===== src/rtl/pwr_mode_pkg.sv =====
package pwr_mode_pkg;

    typedef enum logic [1:0] {
        PM_RUN   = 2'b00,
        PM_IDLE  = 2'b01,
        PM_SLEEP = 2'b10
    } pm_state_e;

    localparam logic CMD_SLEEP = 1'b0;
    localparam logic CMD_IDLE  = 1'b1;

    typedef struct packed {
        pm_state_e state;
        logic      rst_sleep;
        logic      rst_idle;
    } pm_regs_t;

endpackage


===== src/rtl/pwr_wake_detect.sv =====
module pwr_wake_detect #(
    parameter int N_IRQ = 8
) (
    input  logic [N_IRQ-1:0] irq_req,
    input  logic [N_IRQ-1:0] irq_en,
    input  logic             wdt_timeout,
    output logic             wake_any
);
    logic [N_IRQ-1:0] masked;

    for (genvar gi = 0; gi < N_IRQ; gi++) begin : g_line
        assign masked[gi] = irq_req[gi] & irq_en[gi];
    end

    always_comb begin
        wake_any = (|masked) | wdt_timeout;
    end
endmodule


===== src/rtl/pwr_clk_sel_hold.sv =====
module pwr_clk_sel_hold #(
    parameter int                 CLK_SEL_W   = 3,
    parameter logic [CLK_SEL_W-1:0] CLK_SEL_RST = '0
) (
    input  logic                 clk,
    input  logic                 rst_n,
    input  logic                 load_ok,
    input  logic                 sw_req,
    input  logic [CLK_SEL_W-1:0] sw_sel,
    output logic [CLK_SEL_W-1:0] sel_out
);
    logic [CLK_SEL_W-1:0] sel_d, sel_q;

    always_comb begin
        sel_d = sel_q;
        if (load_ok && sw_req) begin
            sel_d = sw_sel;
        end
    end

    always_ff @(posedge clk or negedge rst_n) begin
        if (!rst_n) begin
            sel_q <= CLK_SEL_RST;
        end else begin
            sel_q <= sel_d;
        end
    end

    assign sel_out = sel_q;
endmodule


===== src/rtl/pwr_clk_en_decode.sv =====
module pwr_clk_en_decode
    import pwr_mode_pkg::*;
#(
    parameter int N_PERIPH = 4
) (
    input  pm_state_e           state,
    input  logic                wdt_enable,
    input  logic [N_PERIPH-1:0] ext_clk_periph,
    output logic                cpu_clk_en,
    output logic                main_osc_en,
    output logic                fscm_en,
    output logic                lprc_en,
    output logic [N_PERIPH-1:0] periph_clk_en
);
    logic in_sleep;
    logic in_run;

    always_comb begin
        in_sleep    = (state == PM_SLEEP);
        in_run      = (state == PM_RUN);
        cpu_clk_en  = in_run;
        main_osc_en = !in_sleep;
        fscm_en     = !in_sleep;
        lprc_en     = in_sleep ? wdt_enable : 1'b1;
    end

    for (genvar gp = 0; gp < N_PERIPH; gp++) begin : g_periph
        assign periph_clk_en[gp] = !in_sleep | ext_clk_periph[gp];
    end
endmodule


===== src/rtl/pwr_mode_ctrl.sv =====
module pwr_mode_ctrl
    import pwr_mode_pkg::*;
#(
    parameter int                   N_IRQ       = 8,
    parameter int                   N_PERIPH    = 4,
    parameter int                   CLK_SEL_W   = 3,
    parameter logic [CLK_SEL_W-1:0] CLK_SEL_RST = '0
) (
    input  logic                 clk,
    input  logic                 rst_n,
    input  logic                 ps_cmd_valid,
    input  logic                 ps_cmd_mode,
    input  logic [N_IRQ-1:0]     irq_req,
    input  logic [N_IRQ-1:0]     irq_en,
    input  logic                 wdt_timeout,
    input  logic                 wdt_enable,
    input  logic                 dev_rst_req,
    input  logic                 clk_sw_req,
    input  logic [CLK_SEL_W-1:0] clk_sw_sel,
    input  logic [N_PERIPH-1:0]  ext_clk_periph,
    output logic                 cpu_clk_en,
    output logic [N_PERIPH-1:0]  periph_clk_en,
    output logic                 main_osc_en,
    output logic                 fscm_en,
    output logic                 lprc_en,
    output logic                 wdt_clear,
    output logic [1:0]           mode_status,
    output logic                 rst_from_sleep,
    output logic                 rst_from_idle,
    output logic [CLK_SEL_W-1:0] clk_sel_out
);
    pm_regs_t regs_d, regs_q;
    logic     wake_any;
    logic     enter_ok;

    pwr_wake_detect #(.N_IRQ(N_IRQ)) u_wake (
        .irq_req     (irq_req),
        .irq_en      (irq_en),
        .wdt_timeout (wdt_timeout),
        .wake_any    (wake_any)
    );

    // Entry is accepted only in Run with no wake or reset pending.
    always_comb begin
        enter_ok = (regs_q.state == PM_RUN) && ps_cmd_valid
                   && !wake_any && !dev_rst_req;
    end

    always_comb begin
        regs_d = regs_q;
        unique case (regs_q.state)
            PM_RUN: begin
                if (dev_rst_req) begin
                    regs_d.rst_sleep = 1'b0;
                    regs_d.rst_idle  = 1'b0;
                end else if (enter_ok) begin
                    regs_d.state = (ps_cmd_mode == CMD_IDLE) ? PM_IDLE : PM_SLEEP;
                end
            end
            PM_IDLE, PM_SLEEP: begin
                if (dev_rst_req) begin
                    regs_d.state     = PM_RUN;
                    regs_d.rst_sleep = (regs_q.state == PM_SLEEP);
                    regs_d.rst_idle  = (regs_q.state == PM_IDLE);
                end else if (wake_any) begin
                    regs_d.state = PM_RUN;
                end
            end
            default: regs_d.state = PM_RUN;
        endcase
    end

    always_ff @(posedge clk or negedge rst_n) begin
        if (!rst_n) begin
            regs_q <= '{state: PM_RUN, rst_sleep: 1'b0, rst_idle: 1'b0};
        end else begin
            regs_q <= regs_d;
        end
    end

    always_comb begin
        wdt_clear = enter_ok && (ps_cmd_mode == CMD_SLEEP) && wdt_enable;
    end

    pwr_clk_sel_hold #(
        .CLK_SEL_W   (CLK_SEL_W),
        .CLK_SEL_RST (CLK_SEL_RST)
    ) u_sel (
        .clk     (clk),
        .rst_n   (rst_n),
        .load_ok (regs_q.state == PM_RUN),
        .sw_req  (clk_sw_req),
        .sw_sel  (clk_sw_sel),
        .sel_out (clk_sel_out)
    );

    pwr_clk_en_decode #(.N_PERIPH(N_PERIPH)) u_dec (
        .state          (regs_q.state),
        .wdt_enable     (wdt_enable),
        .ext_clk_periph (ext_clk_periph),
        .cpu_clk_en     (cpu_clk_en),
        .main_osc_en    (main_osc_en),
        .fscm_en        (fscm_en),
        .lprc_en        (lprc_en),
        .periph_clk_en  (periph_clk_en)
    );

    assign mode_status    = regs_q.state;
    assign rst_from_sleep = regs_q.rst_sleep;
    assign rst_from_idle  = regs_q.rst_idle;
endmodule


===== config.mk =====
export PLATFORM = sky130hd
export DESIGN_NAME = pwr_mode_ctrl
export DESIGN_NICKNAME = d
export VERILOG_FILES = /design/src/rtl/pwr_mode_pkg.sv /design/src/rtl/pwr_wake_detect.sv /design/src/rtl/pwr_clk_sel_hold.sv /design/src/rtl/pwr_clk_en_decode.sv /design/src/rtl/pwr_mode_ctrl.sv
export SDC_FILE = /design/constraint.sdc
export NUM_CORES = 1
export LEC_CHECK = 0
export BUFFER_PORTS_ARGS = -buffer_cell sky130_fd_sc_hd__buf_2
export CORE_UTILIZATION = 36
export CTS_CLUSTER_DIAMETER = 120
export DETAILED_ROUTE_END_ITERATION = 10
export HOLD_SLACK_MARGIN = 0.06
export PLACE_DENSITY = 0.91
export SYNTH_ARGS = -nofsm -noshare
export SYNTH_HDL_FRONTEND = slang
export SYNTH_SLANG_ARGS = --single-unit

===== constraint.sdc =====
create_clock -name clk -period 2.9 [get_ports clk]
set_input_delay 0.58 -clock clk [delete_from_list [all_inputs] [get_ports clk]]
set_output_delay 0.58 -clock clk [all_outputs]
set_load 0.02 [all_outputs]

==> flow_summary.toml, run 1 <==
[status]
status = "complete, no violations"

[critical_path]
path_buf_inv = 2
crit_path_cell_trace = "buf_2 > a22o_1 > a221oi_2 > nand3_2 > nor4b_2 > buf_2"
crit_required_ps = 2320
worst_ep_arrival_time_ps = 1680
r2r_start = "mode_status[0]$_DFFE_PN0P_"
cpMostUsedCell = "buf_2"
slowest_delay_ps = 230
critPathCaptureType = "primary output"
rr_worst_depth = 4
critPathKind = "in -> out"
reg2reg_setup_slack_ps = 1230
start_kind = "input port"
cp_slowest_cell = "a22o_1"
critPathLaunch = "irq_req[2]"
crit_fanout = 3
worst_r2r_endpoint = "rst_from_sleep$_DFFE_PN0P_"
crit_family = "compound AO/OA/AOI/OAI gates"

[global_routing]
track_usage_pct = 20.77
grt_pass1_vias = 482
top_usage_layer = "met2"
grt_pass1_wl_um = 1994
grt_use_met3_pct = 6.395
antenna_found_initial = 0
grt_start_max_net_pins = 8
global_route.overflow_total = 0
use_met1_pct = 20.15
use_met2_pct = 38.79

[clocking]
clockBufferDepth = 2
path_clk_slew_ps = 50
cts_max_level = 1
cts_sinks = 7
cts-buffers-inserted = 3
hold_buffers = 0
clock_latency_ps = 250
cts_tree = "built"
cts_resized = 0
post_cts_buffers = 0
clock-root-buffer = "clkbuf_4"

[timing]
worst_slack_ps = 637.9
fmax_mhz = 442.1
fin_crit_sh_pct = 78.00
slew_headroom_pct = 74.91
worst_pin_slew_ps = 376.3
hold_viol_final = 0
rsz0062_at_grt = "false"
setup_violations = 0
skew_ps = 1.106
slew_violations = 0
tns_ps = 0
min_period_ps = 2262

[floorplanning]
num_rows = 12
die-width_um = 38.01
start_util_pct = 40.37
die-area_um2 = 1444
io_pins = 47
core_area_um2 = 1156
dieHeight_um = 38.01

[job]
cap_violations = 0

[place]
place_worst_setup_slack_ps = 632.4
dp_hpwl_um = 1054
numPortBuffers = 46
gp_congestion = 0.5931

[drt]
vias_per_cell = 5.028
firstDrtPassIters = 4
antenna_left = 0
routedWlPerCell_um = 11.49
vias = 533
finalWirelength_um = 1218
drc = 0
drt_iter0_drc = 10

[power]
combPwrFrac_pct = 55.2
internal-power_mw = 0.3007
clockPowerShare_pct = 16.2
swShare_pct = 43.90
p_sw_mw = 0.2353
leakagePower_nw = 0.3734
power_density_nw_per_um2 = 731.0
worst_ir_drop_vdd_uv = 434.2
pwr-share-seq_pct = 28.6

[final_layout]
drive_gt1_share_pct = 63.04
fillers = 99
fin_nets = 128
antenna_cells = 0
area_growth_pct = 57.10

[logic_synthesis]
yosysWarnings = 0
postSynthAreaPerCell_um2 = 10.85
ys_ff_latch = 7
yosys.area.top_type = "dfrtp_1"
synth-seq-area-share_pct = 37.53
yosys-top-cells-area = "dfrtp_1, mux2_2, ha_1, nand2b_1, a221oi_2"
syn-num-nets = 78
synth_area_um2 = 466.7
synth.distinct_cells = 19
syn_inst = 43
synth_top_area_share_pct = 37.53

[worst_hold_path]
hold_path_class = "in -> async"
## logic make-up (layout without fill, tap and decap cells)
group / after synthesis / in the layout / share of synthesized area [%]
flops: 7 / 7 / 37.53
simple gates: 14 / 14 / 19.84
fa+ha+maj: 4 / 4 / 10.72
buf+inv: 4 / 53 / 4.022
compound gates: 9 / 9 / 15.82
mux: 5 / 5 / 12.06
## worst max-delay path by stage
stage / endpoint / slack [ps] / cells past startpoint
3_3_place_gp: wdt_clear / 670 / 6
6_report: wdt_clear / 640 / 6
3_5_place_dp: wdt_clear / 630 / 6
2_1_floorplan: wdt_clear / 720 / 4
5_1_grt: wdt_clear / 550 / 5
4_1_cts: wdt_clear / 630 / 6
## worst register-to-register path, cell delays in order, from the launching register on
cell and delay (ps):
dfrtp_1 410, inv_1 100, ha_1 360, o21ai_0 300, mux2_2 380
## per-stage QoR
step	hold WS, ps	util, %	instance area [um^2]	power [mW]	cells
after floorplan	284.4	-	466.7	0.3508	43
after global placement	412.7	61.15	706.9	0.4394	102
after detailed placement	417.3	61.15	706.9	0.4517	102
after CTS	150.4	63.42	733.2	0.5396	106
after global routing	153.6	63.42	733.2	0.5748	106
final	150.9	63.42	733.2	0.5360	106
## state kept, by name, indices dropped and copies added (netlist names)
signal / count
u_sel.sel_out: 3
mode_status: 2
rst_from_idle: 1
rst_from_sleep: 1
## power groups by stage
stage               logic, mW  clock network [mW]  registers, mW
finish                  0.296              0.0870          0.153
global route            0.323              0.0958          0.156
CTS                     0.298              0.0891          0.153
detailed placement      0.297                   0          0.155
global placement        0.287                   0          0.153
floorplan               0.154                   0          0.197
## cell usage in the layout (no fill, tap or decap), drive strengths merged, types with 2 or more instances in the layout
cell,count
ha,4
buf,46
clkbuf,4
mux2,5
o22ai,2
a21oi,2
dfrtp,7
nand2b,5
inv,3
nand2,4
## layer usage
| metal | vias up | wire [um] |
|---|---|---|
| li1 | 255 | - |
| met1 | 249 | 450 |
| met2 | 26 | 675 |
| met3 | 3 | 85 |
| met4 | 0 | 8 |
| met5 | - | 0 |
## Yosys cell counts
cell      count
a211oi_2      1
a21oi_1       2
a221oi_2      1
a222oi_1      1
a22o_1        1
and4_1        1
buf_4         1
dfrtp_1       7
ha_1          4
inv_1         3
mux2_2        5
nand2_1       4
nand2b_1      5
nand3_2       1
nor3_1        1
nor3b_1       1
nor4b_2       1
o21ai_0       1
o22ai_1       2
## cell type report
cell class	count	area [um^2]	area share [%]
inverters	3	11.26	1.536
repair buffers	46	230.2	31.40
flip-flops and latches	7	175.2	23.89
clock buffers	4	26.28	3.584
multi-input cells	32	272.8	37.20
well taps	14	17.52	2.389
No activity file was read; power rests on OpenSTA's default activity.
==> inputs of run 2 (changes only) <==
- CORE_UTILIZATION: 36 -> 30
- PLACE_DENSITY: 0.91 -> 0.82
- clock period: 2.9 -> 1.8 ns (I/O delays scaled with it)
==> flow_summary.toml, run 2 (synthesized netlist as in run 1, its figures left out) <==
[timing]
min_period_ps = 1798
rsz0062_at_grt = "true"
slew_violations = 0
worst_pin_slew_ps = 319.3
fmax_mhz = 556.3
skew_ps = 1.185
hold_viol_final = 0
fin_crit_sh_pct = 99.87
slew_headroom_pct = 78.49
setup_violations = 0

[critical_path]
worst_r2r_endpoint = "rst_from_idle$_DFFE_PN0P_"
reg2reg_setup_slack_ps = 300
crit_fanout = 2
worst_ep_arrival_time_ps = 1440
r2r_start = "mode_status[0]$_DFFE_PN0P_"
critPathCaptureType = "primary output"
crit_required_ps = 1440
start_kind = "input port"
critPathKind = "in -> out"
rr_worst_depth = 4

[floorplanning]
die-width_um = 41.44
io_pins = 47
die-area_um2 = 1717
core_area_um2 = 1366
num_rows = 13
dieHeight_um = 41.44
start_util_pct = 34.16

[power]
clockPowerShare_pct = 14.4
p_sw_mw = 0.4035
internal-power_mw = 0.5498
worst_ir_drop_vdd_uv = 533.3
combPwrFrac_pct = 60.5
swShare_pct = 42.33
power_density_nw_per_um2 = 1142
leakagePower_nw = 0.4209
pwr-share-seq_pct = 25.1

[global_routing]
grt_start_max_net_pins = 8
antenna_found_initial = 0
track_usage_pct = 16.68
global_route.overflow_total = 0
grt_pass1_wl_um = 2235
grt_pass1_vias = 550

[clocking]
cts_tree = "built"
cts-buffers-inserted = 3
path_clk_slew_ps = 50
cts_sinks = 7
clock-root-buffer = "clkbuf_4"
clock_latency_ps = 240
clockBufferDepth = 2
cts_max_level = 1

[drt]
drc = 0
vias = 556
firstDrtPassIters = 4
antenna_left = 0
routedWlPerCell_um = 12.50
finalWirelength_um = 1425
vias_per_cell = 4.877
drt_iter0_drc = 14

[final_layout]
mostFrequentLayoutCell = "buf_2"
final_util_pct = 61.08
drive_gt1_share_pct = 68.69
antenna_cells = 0
final_cell_mix = "buf_2, dfrtp_1, buf_4"
fin_nets = 135
area_growth_pct = 78.82
largest_register_ff_count = 3
stdcell_area_um2 = 834.6

[place]
dp_hpwl_um = 1229
numPortBuffers = 46
dpl_cell_area_um2 = 742.0
gp_congestion = 0.7401

[worst_hold_path]
whs_endpoint = "u_sel.sel_out[2]$_DFFE_PN0P_"
hold_path_class = "in -> reg"
min_from = "clk_sw_sel[2]"
hold_depth = 2

[job]
cap_violations = 0

[status]
status = "complete, no violations"
## run 2: changes by cell type in the layout (fill, tap and decap cells not counted), sizes merged
cell | previous run | this run
buf | 46 | 52
dlygate4sd3 | 0 | 1
## run 2: final cells by class
cell class,count,area [um^2]
inverter,3,11.26
clock buffer,4,26.28
multi-input combinational,32,296.5
fill,132,531.8
timing repair buffer,53,306.5
sequential,7,175.2
tap,15,18.77
## run 2: worst max path at each step
stage                      endpoint                       start  slack, ps
after CTS                 wdt_clear                   irq_en[3]         -1
after global placement    wdt_clear                  irq_req[2]          5
after global routing      wdt_clear                  irq_req[3]        -50
after floorplan           wdt_clear  mode_status[0]$_DFFE_PN0P_         20
after detailed placement  wdt_clear                  irq_req[3]        -40
final                     wdt_clear                  irq_req[2]          2
## run 2: stage by stage
step	setup slack, ps	TNS (ps)	cells	power (mW)	hold WS, ps
floorplan	24.90	0	43	0.5764	64.41
global placement	4.533	0	106	0.7378	194.4
detailed placement	-38.71	-38.71	106	0.7636	202.6
CTS	-1.172	-1.172	111	0.9459	342.4
global route	-53.76	-53.76	114	1.021	332.1
finish	2.289	0	114	0.9534	351.5
## run 2: timing repair
action / in CTS / in global routing
resized for setup: 7 / 1
pin swaps: 1 / 2
buffers inserted: 0 / 3
setup endpoints to repair: 1 / 1
hold buffers: 1 / 0
hold endpoints to repair: 7 / 0
## run 2: per-layer routing
metal	vias to the layer above	GRT usage, %	part of all wire, %
li1	270	-	-
met1	259	15.22	35
met2	27	33.13	58
met3	0	5.652	7.4
met4	0	5.806	0
met5	-	0	0
## run 2: power groups by stage
stage               logic (mW)  registers, mW  clock network, mW
floorplan                0.260          0.317                  0
global placement         0.503          0.235                  0
detailed placement       0.522          0.241                  0
CTS                      0.560          0.240              0.146
global route             0.613          0.247              0.162
finish                   0.576          0.240              0.137
## run 2: worst max-delay path, stage by stage
cell	delay, ps
buf_6	90
a22o_1	220
a221oi_2	220
nand3_2	150
nor4b_4	220
buf_4	170
==> inputs of run 3 (changes only) <==
- BUFFER_PORTS_ARGS: -buffer_cell sky130_fd_sc_hd__buf_2 -> unset
- CORE_AREA: unset -> 2 2 39 41
- CORE_UTILIZATION: 30 -> unset
- DIE_AREA: unset -> 0 0 41 43
- DONT_BUFFER_PORTS: unset -> 1
- PLACE_DENSITY: 0.82 -> 0.59
- clock period: 1.8 -> 2.3 ns (I/O delays scaled with it)
==> flow_summary.toml, run 3 (synthesized netlist as in run 1, its figures left out) <==
[place]
dpl_cell_area_um2 = 494.2
gp_congestion = 0.6355
numPortBuffers = 0

[final_layout]
multi_input_area_um2 = 275.3
stdcell_area_um2 = 533.0
drive_gt1_share_pct = 30.61
fillers = 145
final_cell_mix = "dfrtp_1, nand2b_1, mux2_2"
largest_register_ff_count = 3
fin_nets = 85
area_growth_pct = 14.21
seq_area_um2 = 175.2
antenna_cells = 0
mostFrequentLayoutCell = "dfrtp_1"

[timing]
slew_headroom_pct = 73.97
min_period_ps = 2126
worst_pin_slew_ps = 390.4
rsz0062_at_grt = "false"
fin_crit_sh_pct = 92.45
slew_violations = 0
setup_violations = 0
tns_ps = 0
skew_ps = 0.6324
fmax_mhz = 470.3
hold_viol_final = 0

[critical_path]
cp_slowest_cell = "dfrtp_1"
start_kind = "flop"
crit_fanout = 6
critPathCaptureType = "primary output"
worst_ep_arrival_time_ps = 1670
crit_path_cell_trace = "inv_1 > ha_2 > nand2_1 > nor4b_2 > buf_4"
crit_required_ps = 1840
critPathKind = "reg -> out"
slowest_delay_ps = 480

[drt]
finalWirelength_um = 848
firstDrtPassIters = 4
routedWlPerCell_um = 13.05
vias_per_cell = 5.385
vias = 350
drc = 0
drt_iter0_drc = 3
antenna_left = 0

[clocking]
cts-buffers-inserted = 3
clockBufferDepth = 2
post_cts_buffers = 0
clock-root-buffer = "clkbuf_4"
cts_max_level = 1
path_clk_slew_ps = 50
cts_sinks = 7
cts_tree = "built"
clock_latency_ps = 240

[floorplanning]
io_pins = 47
core_area_um2 = 1384
die-width_um = 41
num_rows = 14
start_util_pct = 33.73
dieHeight_um = 43
die-area_um2 = 1763

[status]
status = "complete, no violations"

[power]
worst_ir_drop_vdd_uv = 552.0
leakagePower_nw = 0.2099
power_density_nw_per_um2 = 1110

[worst_hold_path]
hold_path_class = "in -> reg"

[global_routing]
grt_pass1_wl_um = 1200
track_usage_pct = 10.37
grt_pass1_vias = 337
grt_start_max_net_pins = 8
global_route.overflow_total = 0
antenna_found_initial = 0

[job]
cap_violations = 0
## run 3: path summary, 6_finish.rpt
| path | endpoint | cells past startpoint | slack [ps] | start |
|---|---|---|---|---|
| worst max-delay path | wdt_clear | 5 | 170 | mode_status[0]$_DFFE_PN0P_ |
| worst min-delay path | u_sel.sel_out[1]$_DFFE_PN0P_ | 1 | 360 | clk_sw_sel[1] |
| worst max register to register | rst_from_sleep$_DFFE_PN0P_ | 4 | 570 | mode_status[0]$_DFFE_PN0P_ |
| worst min register to register | u_sel.sel_out[1]$_DFFE_PN0P_ | 1 | 660 | u_sel.sel_out[1]$_DFFE_PN0P_ |
| max in group asynchronous | u_sel.sel_out[1]$_DFFE_PN0P_ | 1 | 1530 | rst_n |
| min in group asynchronous | u_sel.sel_out[0]$_DFFE_PN0P_ | 1 | 540 | rst_n |
## run 3: worst max-delay path: cells and delay by family, from the launching register on
family	cells	cell delay (ps)
flip-flops	1	480
buffers and inverters	2	330
adder cells (fa/ha/maj)	1	240
AND/OR/NAND/NOR	2	370
## run 3: metal layers
metal	part of all wire (%)	routed length, um	global-route usage (%)
met4	0	0	8.000
met3	15	127	3.141
met5	0	0	0
met2	47	398	15.63
met1	38	322	11.37
## run 3: metrics by stage
step / setup WS [ps] / total power [mW] / std cells / hold slack (ps) / util [%]
final: 173.7 / 0.5916 / 65 / 362.3 / 38.52
after global routing: 29.74 / 0.6453 / 65 / 344.4 / 38.52
after CTS: 110.1 / 0.5986 / 65 / 351.3 / 38.34
after detailed placement: 382.2 / 0.4821 / 60 / 164.6 / 35.71
after global placement: 408.6 / 0.4792 / 60 / 164.6 / 35.71
after floorplan: 243.1 / 0.4423 / 43 / 164.4 / -
## run 3: cell type report
class | count | area share (%)
Inverter | 3 | 2.113
Sequential cell | 7 | 32.86
Timing Repair Buffer | 3 | 4.695
Tap cell | 16 | 3.756
Clock buffer | 4 | 4.930
Multi-Input combinational cell | 32 | 51.64
## run 3: what timing repair did
item	CTS	global route
hold buffers	1	0
endpoints found under the setup margin	0	1
hold endpoints to repair	7	0
resized for setup	0	1
## run 3: report_power, final
| group | internal, mW | total (mW) | switching (mW) | leakage, nW |
|---|---|---|---|---|
| clock network | 0.0660 | 0.108 | 0.0421 | 0.0150 |
| logic | 0.0951 | 0.229 | 0.134 | 0.105 |
| registers | 0.166 | 0.254 | 0.0886 | 0.0901 |
